$ cat config.mk
export PLATFORM = sky130hd
export DESIGN_NAME = rstctl_port
export DESIGN_NICKNAME = d
export VERILOG_FILES = /design/src/rtl/rstctl_pkg.sv /design/src/rtl/rstctl_decode.sv /design/src/rtl/rstctl_store.sv /design/src/rtl/rstctl_pulse.sv /design/src/rtl/rstctl_port.sv
export SDC_FILE = /design/constraint.sdc
export NUM_CORES = 1
export LEC_CHECK = 0
export BUFFER_PORTS_ARGS = -buffer_cell sky130_fd_sc_hd__buf_2
export CELL_PAD_IN_SITES_DETAIL_PLACEMENT = 1
export CELL_PAD_IN_SITES_GLOBAL_PLACEMENT = 1
export CORE_AREA = 2 2 44 46
export DETAILED_ROUTE_END_ITERATION = 16
export DIE_AREA = 0 0 46 48
export PLACE_DENSITY = 0.76
export RECOVER_POWER = 100
export SYNTH_ARGS = -nofsm -noshare
export SYNTH_HDL_FRONTEND = slang
export SYNTH_SLANG_ARGS = --single-unit
$ cat constraint.sdc
create_clock -name clk -period 1.2 [get_ports clk]
set_input_delay 0.12 -clock clk [delete_from_list [all_inputs] [get_ports clk]]
set_output_delay 0.12 -clock clk [all_outputs]
set_load 0.1 [all_outputs]
$ cat src/rtl/rstctl_pkg.sv
`timescale 1ns/1ps
package rstctl_pkg;
  localparam int unsigned DATA_W   = 8;
  localparam int unsigned TRIG_BIT = 2;
  localparam int unsigned FULL_BIT = 3;
  localparam int unsigned SYS_BIT  = 1;

  typedef logic [DATA_W-1:0] byte_t;

  localparam byte_t KEEP_MASK = byte_t'((1 << FULL_BIT) | (1 << SYS_BIT));
endpackage

$ cat src/rtl/rstctl_decode.sv
`timescale 1ns/1ps
module rstctl_decode #(
  parameter int unsigned ADDR_W    = 16,
  parameter logic [ADDR_W-1:0] PORT_ADDR = 16'h0CF9
) (
  input  logic [ADDR_W-1:0] addr,
  input  logic              wr,
  input  logic              rd,
  output logic              wr_hit,
  output logic              rd_hit
);
  logic match;

  always_comb begin
    match  = (addr == PORT_ADDR);
    wr_hit = wr && match;
    rd_hit = rd && match;
  end
endmodule

$ cat src/rtl/rstctl_store.sv
`timescale 1ns/1ps
module rstctl_store
  import rstctl_pkg::*;
(
  input  logic  clk,
  input  logic  rst,
  input  logic  wr_en,
  input  logic  rd_en,
  input  byte_t wdata,
  output byte_t val_q,
  output byte_t rdata_q
);
  logic take;

  always_comb take = wr_en && !wdata[TRIG_BIT];

  always_ff @(posedge clk) begin
    if (rst) begin
      val_q   <= '0;
      rdata_q <= '0;
    end else begin
      if (take) val_q <= wdata & KEEP_MASK;
      rdata_q <= rd_en ? val_q : '0;
    end
  end


  trig_keeps_chk: assert property (@(posedge clk) disable iff (rst)
    (wr_en && wdata[TRIG_BIT]) |=> $stable(val_q));


  idle_keeps_chk: assert property (@(posedge clk) disable iff (rst)
    !wr_en |=> $stable(val_q));


  mask_only_chk: assert property (@(posedge clk) disable iff (rst)
    (val_q & ~KEEP_MASK) == '0);


  read_value_chk: assert property (@(posedge clk) disable iff (rst)
    rd_en |=> (rdata_q == $past(val_q)));


  read_idle_chk: assert property (@(posedge clk) disable iff (rst)
    !rd_en |=> (rdata_q == '0));
endmodule

$ cat src/rtl/rstctl_pulse.sv
`timescale 1ns/1ps
module rstctl_pulse (
  input  logic clk,
  input  logic rst,
  input  logic wr_en,
  input  logic trig,
  output logic req_q
);
  always_ff @(posedge clk) begin
    if (rst) req_q <= 1'b0;
    else     req_q <= wr_en && trig;
  end


  req_fire_chk: assert property (@(posedge clk) disable iff (rst)
    (wr_en && trig) |=> req_q);


  req_quiet_chk: assert property (@(posedge clk) disable iff (rst)
    !(wr_en && trig) |=> !req_q);
endmodule

$ cat src/rtl/rstctl_port.sv
`timescale 1ns/1ps
module rstctl_port
  import rstctl_pkg::*;
#(
  parameter int unsigned ADDR_W    = 16,
  parameter logic [ADDR_W-1:0] PORT_ADDR = 16'h0CF9
) (
  input  logic              clk,
  input  logic              rst,
  input  logic [ADDR_W-1:0] io_addr,
  input  logic [DATA_W-1:0] io_wdata,
  input  logic              io_wr,
  input  logic              io_rd,
  output logic [DATA_W-1:0] io_rdata,
  output logic              sys_rst_req,
  output logic              save_needed
);
  logic  wr_hit;
  logic  rd_hit;
  byte_t val_q;
  byte_t rdata_q;
  logic  req_q;

  rstctl_decode #(.ADDR_W(ADDR_W), .PORT_ADDR(PORT_ADDR)) u_dec (
    .addr   (io_addr),
    .wr     (io_wr),
    .rd     (io_rd),
    .wr_hit (wr_hit),
    .rd_hit (rd_hit)
  );

  rstctl_store u_store (
    .clk     (clk),
    .rst     (rst),
    .wr_en   (wr_hit),
    .rd_en   (rd_hit),
    .wdata   (io_wdata),
    .val_q   (val_q),
    .rdata_q (rdata_q)
  );

  rstctl_pulse u_pulse (
    .clk   (clk),
    .rst   (rst),
    .wr_en (wr_hit),
    .trig  (io_wdata[TRIG_BIT]),
    .req_q (req_q)
  );

  assign io_rdata    = rdata_q;
  assign sys_rst_req = req_q;
  assign save_needed = |val_q;


  foreign_wr_chk: assert property (@(posedge clk) disable iff (rst)
    (io_wr && io_addr != PORT_ADDR) |=> !sys_rst_req);


  reset_out_chk: assert property (@(posedge clk)
    rst |=> (io_rdata == '0 && !sys_rst_req && !save_needed));
endmodule

Word level (Yosys, flattened, before mapping)
Cells that the tools add are included.
{ "totals": {"wordCells": 12, "out_inout_bits": 10, "ff_bits": 5} }
{ "op_classes": {"eq_ne": 1, "reduce_logical": 7, "n_bitwise": 1} }
{ "op_table": {"columns": ["operator", "n"], "rows": [
  ["== test 16 x 12 -> 1 bit, second input constant", 1],
  ["logical AND 1 bit", 4],
  ["OR reduction 2 bit", 2],
  ["logical NOT 1 bit", 1],
  ["inverter 1 bit", 1]
]} }

Longest topological paths before layout
Gate-level depths: netlist of run 1.
{ "depth": {"depth_word": 4, "mapped_depth": 4, "mapped_depth_nobuf": 4} }

By module
A second synthesis of run 1 with hierarchy kept.
{ "hier_totals": {"hier_cells": 38, "area_unflattened_um2": 367.9} }
{ "modules_own_cells": {"columns": ["mod", "area_per_inst_um2", "n_inst", "cells_each"], "rows": [
  ["rstctl_store", 257.7, 1, 26],
  ["rstctl_decode", 65.1, 1, 7],
  ["rstctl_pulse", 28.8, 1, 2],
  ["rstctl_port", 16.3, 1, 3]
]} }

Worst setup path before layout of run 1
Ideal clock, no wire load.
{ "synth_timing": {"path_kind": "register -> output", "start": "register u_store.rdata_q[1]", "end": "output io_rdata[1]", "t_required_ns": 1.080, "setup_slack_ns": 0.171, "arrival_time_ns": 0.909, "stages_incl_launch_ff": 1, "cell_sequence": "dfxtp_1"} }
{ "synth_rtl": {"columns": ["element", "line_no", "text"], "rows": [
  ["from (decl)", "rstctl_store.sv:11", "output byte_t rdata_q"],
  ["from (signal assigned)", "rstctl_store.sv:23", "rdata_q <= rd_en ? val_q : '0;"],
  ["to (decl)", "rstctl_port.sv:14", "output logic [DATA_W-1:0] io_rdata,"]
]} }
No word-level cell between the ends.

Final worst setup path of run 1
{ "layout_timing": {"start": "register u_store.rdata_q[3]", "end": "output io_rdata[3]"} }
No word-level cell between the ends.

==> results of run 1 <==
## cells in the final DEF (no fill, tap or decap)
cell / instances
nand3_1: 2
nor2_1: 1
nand4_1: 1
clkbuf_4: 3
buf_8: 1
nand2b_1: 1
and4bb_1: 1
conb_1: 6
o21ai_0: 2
clkbuf_1: 1
buf_2: 22
clkbuf_2: 3
dfxtp_1: 5
and4_1: 2
a21oi_1: 2
or2_4: 1
and2b_1: 1
nor4b_2: 1
and3_1: 3
nor4b_4: 1
## worst register-to-register path: stages (launching register included)
cell     delay [ns]
dfxtp_1        0.34
o21ai_0        0.10
a21oi_1        0.15
## sequential cells by signal (all words and copies together) (netlist names)
signal,cells
u_store.val_q,2
u_store.rdata_q,2
u_pulse.req_q,1
## cell type report
cell class,instances,area share
Clock buffer,4,0.0571
Timing Repair Buffer,26,0.304
Tap cell,17,0.0462
Sequential cell,5,0.217
Multi-Input combinational cell,25,0.375
## worst paths after layout
kind | endpoint | slack [ns]
min reg2reg | u_store.rdata_q[3] | 0.50
max | io_rdata[3] | 0.09
min | u_store.val_q[3] | 0.06
max reg2reg | u_store.val_q[1] | 0.54
## power groups by stage
stage,Clock (W),Sequential [W],Combinational (W)
floorplan,0,0.000170,0.000107
global placement,0,0.000170,0.000131
detailed placement,0,0.000170,0.000132
CTS,0.000206,0.000167,0.000132
global route,0.000220,0.000166,0.000139
finish,0.000192,0.000167,0.000131
## per-stage QoR
| step | instance area, µm² | power, W | hold WS [ns] |
|---|---|---|---|
| finish | 460 | 0.000490 | 0.0632 |
| global route | 460 | 0.000525 | 0.0820 |
| CTS | 457 | 0.000505 | 0.0634 |
| detailed placement | 424 | 0.000302 | 0.324 |
| global placement | 424 | 0.000301 | 0.321 |
| floorplan | 318 | 0.000277 | 0.189 |
## what timing repair did
item,CTS,global route
gates cloned,0,0
pin swaps,0,0
hold endpoints to repair,0,0
endpoints found under the setup margin,1,1
resized for setup,2,3
## routing by layer
metal / global-route usage / routed length (µm) / share of wire / vias up
li1: - / - / - / 158
met1: 0.0710 / 270 / 0.36 / 143
met2: 0.153 / 363 / 0.48 / 28
met3: 0.0377 / 115 / 0.15 / 2
met4: 0.0686 / 8 / 0.011 / 0
met5: 0 / 0 / 0 / -
## logic make-up (layout without fill, tap and decap cells)
kind of cell / after synthesis / count (layout)
other: 1 / 6
AND/OR/NAND/NOR: 15 / 15
flip-flops: 5 / 5
buffers and inverters: 6 / 30
AO/OA/AOI/OAI: 4 / 4
==> impl_results.md, run 1 <==
- Nets: 89
- Worst setup margin: 0.0939 ns
- Slew Limit Fails: 0
- Worst slew margin relative to its limit: 0.641
- Combinational Power Share: 0.268
- Final antenna-violating net count: 0
- Post-synthesis average cell area: 9.65 µm²
- FP Rows: 15
- Outcome: completed
- Largest net degree at the start of global routing: 4
- Crit. path cell count: 1
- Share of layout cells above drive strength 1: 0.533
- Max stage delay on crit path: 0.44 ns
- Initial drt markers: 4
- Xor and xnor area share after synthesis: 0
- Worst Setup End Kind: output port
- CP Data Required Time: 1.08 ns
- Worst reg-to-reg path cell count: 2
- Vias in the first global route: 346
- Die W: 46 µm
- Post-synthesis adder-cell area fraction: 0
- Cell Int Power: 0.000325 W
- Arrival @ worst endpoint: 0.99 ns
- Routability-driven placement congestion ratio: 0.680
- H-tree depth: 1
- Clock buffer depth: 2
- Clk_skew: 0.00352 ns
- CP Cell Sequence: clkbuf_2
- Gate Count Post-Synth: 31
- Largest family of logic cells by synthesized area: simple AND/OR/NAND/NOR gates
- Initial antenna violation count: 0
- Clock share of power: 0.392
- Crit path max-delay family: buffers and inverters
- Number of buffers and inverters on the critical path: 1
- Synth Cell Area: 299 µm²
- Final Core Density: 0.273
- Final clock period utilization by the worst path: 0.922
- Max_cap viols: 0
- Setup bufs post-CTS: 0
- Most numerous cell in the Yosys netlist: buf_4
- Final hold viol count: 0
- Gr usage total: 0.0844
- Sequential element share of the synthesized area: 0.335
- Top_reg_cell synth: dfxtp_1
- RSZ-0062 raised after global routing: false
- Synth unique cells: 16
- Slowest cell on crit path: clkbuf_2
- Max VDD drop: 0.206 mV
- Synth Warn #: 0
- Inserted Clock Buffers: 3
- Sink Count: 5
- Residual DRC: 0
- Measured slew at the worst slew-check pin: 0.541 ns
- Final setup TNS: 0 ns
- Ranking of synthesized cells by area: dfxtp_1, buf_4, nor4b_4
- Mux cell area share after synthesis: 0
- Complex-gate fraction of the synthesized area: 0.0669
- Port bufs: 26
- Sequential power share: 0.340
- Place WS: 0.0395 ns
- Maximum fanout along the worst path: 1
- Pleak: 0.242 nW
- Top cell type's share of synthesized area: 0.335
- Top cells by count, synth: buf_4, dfxtp_1, and3_1
- P per Cell Area: 1060 mW/mm²
- NetSw: 0.000165 W
- Async set-or-reset flop fraction in the synthesized netlist: 0
- First-pass GRT wire length: 1.26 mm
- Core ar.: 0.00169 mm²
- HP Class: in2reg
- Io pins: 38
- DR vias/cell: 4.30
- Routed vias: 331
- Max Fclk: 0.904 GHz
- Final WL: 757 µm
- # diodes: 0
- Die ar.: 0.00221 mm²
- Period minus WS final: 1.11 ns
- Kind of critical path: reg2out
- Post-synthesis simple-gate area fraction: 0.435
- Area growth from synthesis to layout: 54.0%
- Fillers: 217
- Initial core utilization: 0.177
- Cell taking the most area after synthesis: dfxtp_1
- Crit path launch: u_store.rdata_q[3]
- Worst r2r src: u_store.val_q[1]
- Final cell count without fillers: 77
- FF/Latch Area: 100 µm²
- Net Sw Frac: 0.336
- Area occupied by multi-input gates: 173 µm²
- Overflow after GRT: 0
- Placed insts: 73
- Clk_lat worst skew: 0.24 ns
- CP Launch Type: flip-flop
- CTS tree: done
- Clock slew seen by the registers of the worst setup and hold paths: 0.04 ns
- Number of synthesized flops with an enable pin: 0
- Post-DR wirelength/cell: 9.83 µm
- Final Setup Violations: 0
- Die span in y: 48 µm
- Yosys reg bits: 5
- Drt first pass iters: 2
- CTS Hold Bufs: 0
- Hold path cells: 2
- Root Buffer: clkbuf_4
- Hold Startpoint: rst
No activity file was read; power rests on OpenSTA's default activity.
==> run 2: changes to the inputs <==
Settings changed: REMOVE_ABC_BUFFERS set to 1, SETUP_SLACK_MARGIN set to 0.02.
==> impl_results.md, run 2 (synthesized netlist as in run 1, its figures left out) <==
- Outcome: completed
- Setup crit end: sys_rst_req
- Drt first pass iters: 2 (unchanged)
- Worst reg-to-reg path cell count: 2 (unchanged)
- Initial antenna violation count: 0 (unchanged)
- Most common cell after layout, fill and taps aside: buf_2
- Slew Limit Fails: 0 (unchanged)
- Clk_skew: 0.00543 ns (+0.00191 ns)
- Largest net degree at the start of global routing: 4 (unchanged)
- HP Class: in2reg
- Io pins: 38 (unchanged)
- # diodes: 0 (unchanged)
- Routed vias: 326 (-1.5%)
- Final hold slack: 0.0699 ns (+0.00677 ns)
- Initial core utilization: 0.177 (unchanged)
- CP Cell Sequence: clkbuf_2
- Max stage delay on crit path: 0.44 ns (about the same)
- Number of buffers and inverters on the critical path: 1 (unchanged)
- CTS tree: done
- Final WL: 677 µm (-11%)
- Die ar.: 0.00221 mm² (unchanged)
- Port bufs: 26 (unchanged)
- Clk_lat worst skew: 0.24 ns (about the same)
- Final Setup Violations: 0 (unchanged)
- Worst reg-to-reg setup slack: 0.57 ns (+0.03 ns)
- Largest regs: u_store.rdata_q x2, u_store.val_q x2, u_pulse.req_q x1
- Vias in the first global route: 305 (-12%)
- Kind of critical path: reg2out
- Final hold viol count: 0 (unchanged)
- CTS Hold Bufs: 0 (unchanged)
- Post-DR wirelength/cell: 8.79 µm (-11%)
- Die W: 46 µm (unchanged)
- Max Fclk: 0.904 GHz (about the same)
- Overflow after GRT: 0 (unchanged)
- Commonest cells after routing, fill and taps aside: buf_2, conb_1, dfxtp_1
- Crit path max-delay family: buffers and inverters
- Final clock period utilization by the worst path: 0.922 (about the same)
- Final setup TNS: 0 ns (unchanged)
- Measured slew at the worst slew-check pin: 0.540 ns (-0.000983 ns)
- Clock buffer depth: 2 (unchanged)
- Arrival @ worst endpoint: 0.99 ns (about the same)
- Worst setup margin: 0.0938 ns (-0.000128 ns)
- CP Data Required Time: 1.08 ns (about the same)
- Area growth from synthesis to layout: 49.8%
- Clock slew seen by the registers of the worst setup and hold paths: 0.05 ns (about the same)
- Share of layout cells above drive strength 1: 0.533 (unchanged)
- Pleak: 0.236 nW (-2.6%)
- Crit. path cell count: 1 (unchanged)
- Inserted Clock Buffers: 3 (unchanged)
- Max_cap viols: 0 (unchanged)
- Initial drt markers: 4 (unchanged)
- Worst Setup End Kind: output port
- Place WS: 0.0576 ns (+0.0182 ns)
- H-tree depth: 1 (unchanged)
- RSZ-0062 raised after global routing: false
- DR vias/cell: 4.23 (-1.5%)
- Root Buffer: clkbuf_4
- Worst slew margin relative to its limit: 0.642 (+0.000653)
- Crit Reg-Reg Endpoint: u_store.val_q[3]
- Gr usage total: 0.0736 (-0.0108)
- FP Rows: 15 (unchanged)
- Sink Count: 5 (unchanged)
- Slowest cell on crit path: clkbuf_2
- Residual DRC: 0 (unchanged)
- Final antenna-violating net count: 0 (unchanged)
- CP Launch Type: flip-flop
- Period minus WS final: 1.11 ns (+0.000128 ns)
- Die span in y: 48 µm (unchanged)
- Crit path launch: u_pulse.req_q
- Worst r2r src: u_store.val_q[3]
- Routability-driven placement congestion ratio: 0.663 (-2.6%)
- Nets: 89 (unchanged)
- Maximum fanout along the worst path: 1 (unchanged)
- P per Cell Area: 1090 mW/mm² (+2.3%)
- Core ar.: 0.00169 mm² (unchanged)
- Fillers: 220 (+1.4%)
- First-pass GRT wire length: 1.04 mm (-18%)
- Max VDD drop: 0.322 mV (+57%)
## run 2: cell counts in the layout (fill, tap and decap cells not counted)
No cell type changed its count.
## run 2: repair_timing
action / CTS / global route
buffers inserted: 0 / 0
endpoints found under the hold margin: 0 / 0
gates cloned: 0 / 0
pin swaps: 0 / 0
setup endpoints to repair: 1 / 1
resized for setup: 2 / 3
## run 2: layout make-up
class | instances | area, µm² | area share
sequential | 5 | 100 | 0.223
multi-input combinational | 25 | 164 | 0.366
clock buffer | 4 | 26.3 | 0.0587
timing repair buffer | 26 | 136 | 0.304
tap | 17 | 21.3 | 0.0475
## run 2: how the worst min path moves through the flow
| stage | startpoint | endpoint | slack [ns] | cells past startpoint |
|---|---|---|---|---|
| floorplan | rst | u_store.val_q[1] | 0.19 | 1 |
| global placement | rst | u_store.val_q[3] | 0.32 | 2 |
| detailed placement | rst | u_store.val_q[3] | 0.32 | 2 |
| CTS | rst | u_store.val_q[3] | 0.06 | 2 |
| global route | rst | u_store.val_q[3] | 0.06 | 2 |
| finish | rst | u_store.val_q[3] | 0.07 | 2 |
## run 2: where the power goes
group          internal [W]  leakage [nW]   switching [W]  total [W]
clock network      0.000126        0.0150       0.0000675   0.000193
logic             0.0000316         0.181       0.0000966   0.000128
registers          0.000167        0.0402  0.000000000182   0.000167
total              0.000324         0.236        0.000164   0.000488
## run 2: metal layers
layer | track usage | part of all wire | vias up
li1 | - | - | 160
met1 | 0.0600 | 0.34 | 139
met2 | 0.114 | 0.45 | 27
met3 | 0.0792 | 0.21 | 0
met4 | 0.0343 | 0 | 0
met5 | 0 | 0 | -
## run 2: worst register-to-register path, stage by stage (launching register included)
cell and delay, ns:
dfxtp_1 0.33, o21ai_0 0.09, a21oi_1 0.14
## run 2: per-stage QoR
step	std cells	power [W]	instance area, µm²	utilization
after floorplan	30	0.000261	273	-
after global placement	73	0.000300	424	0.251
after CTS	77	0.000505	457	0.270
after detailed placement	73	0.000302	424	0.251
final	77	0.000488	448	0.265
after global routing	77	0.000515	448	0.265
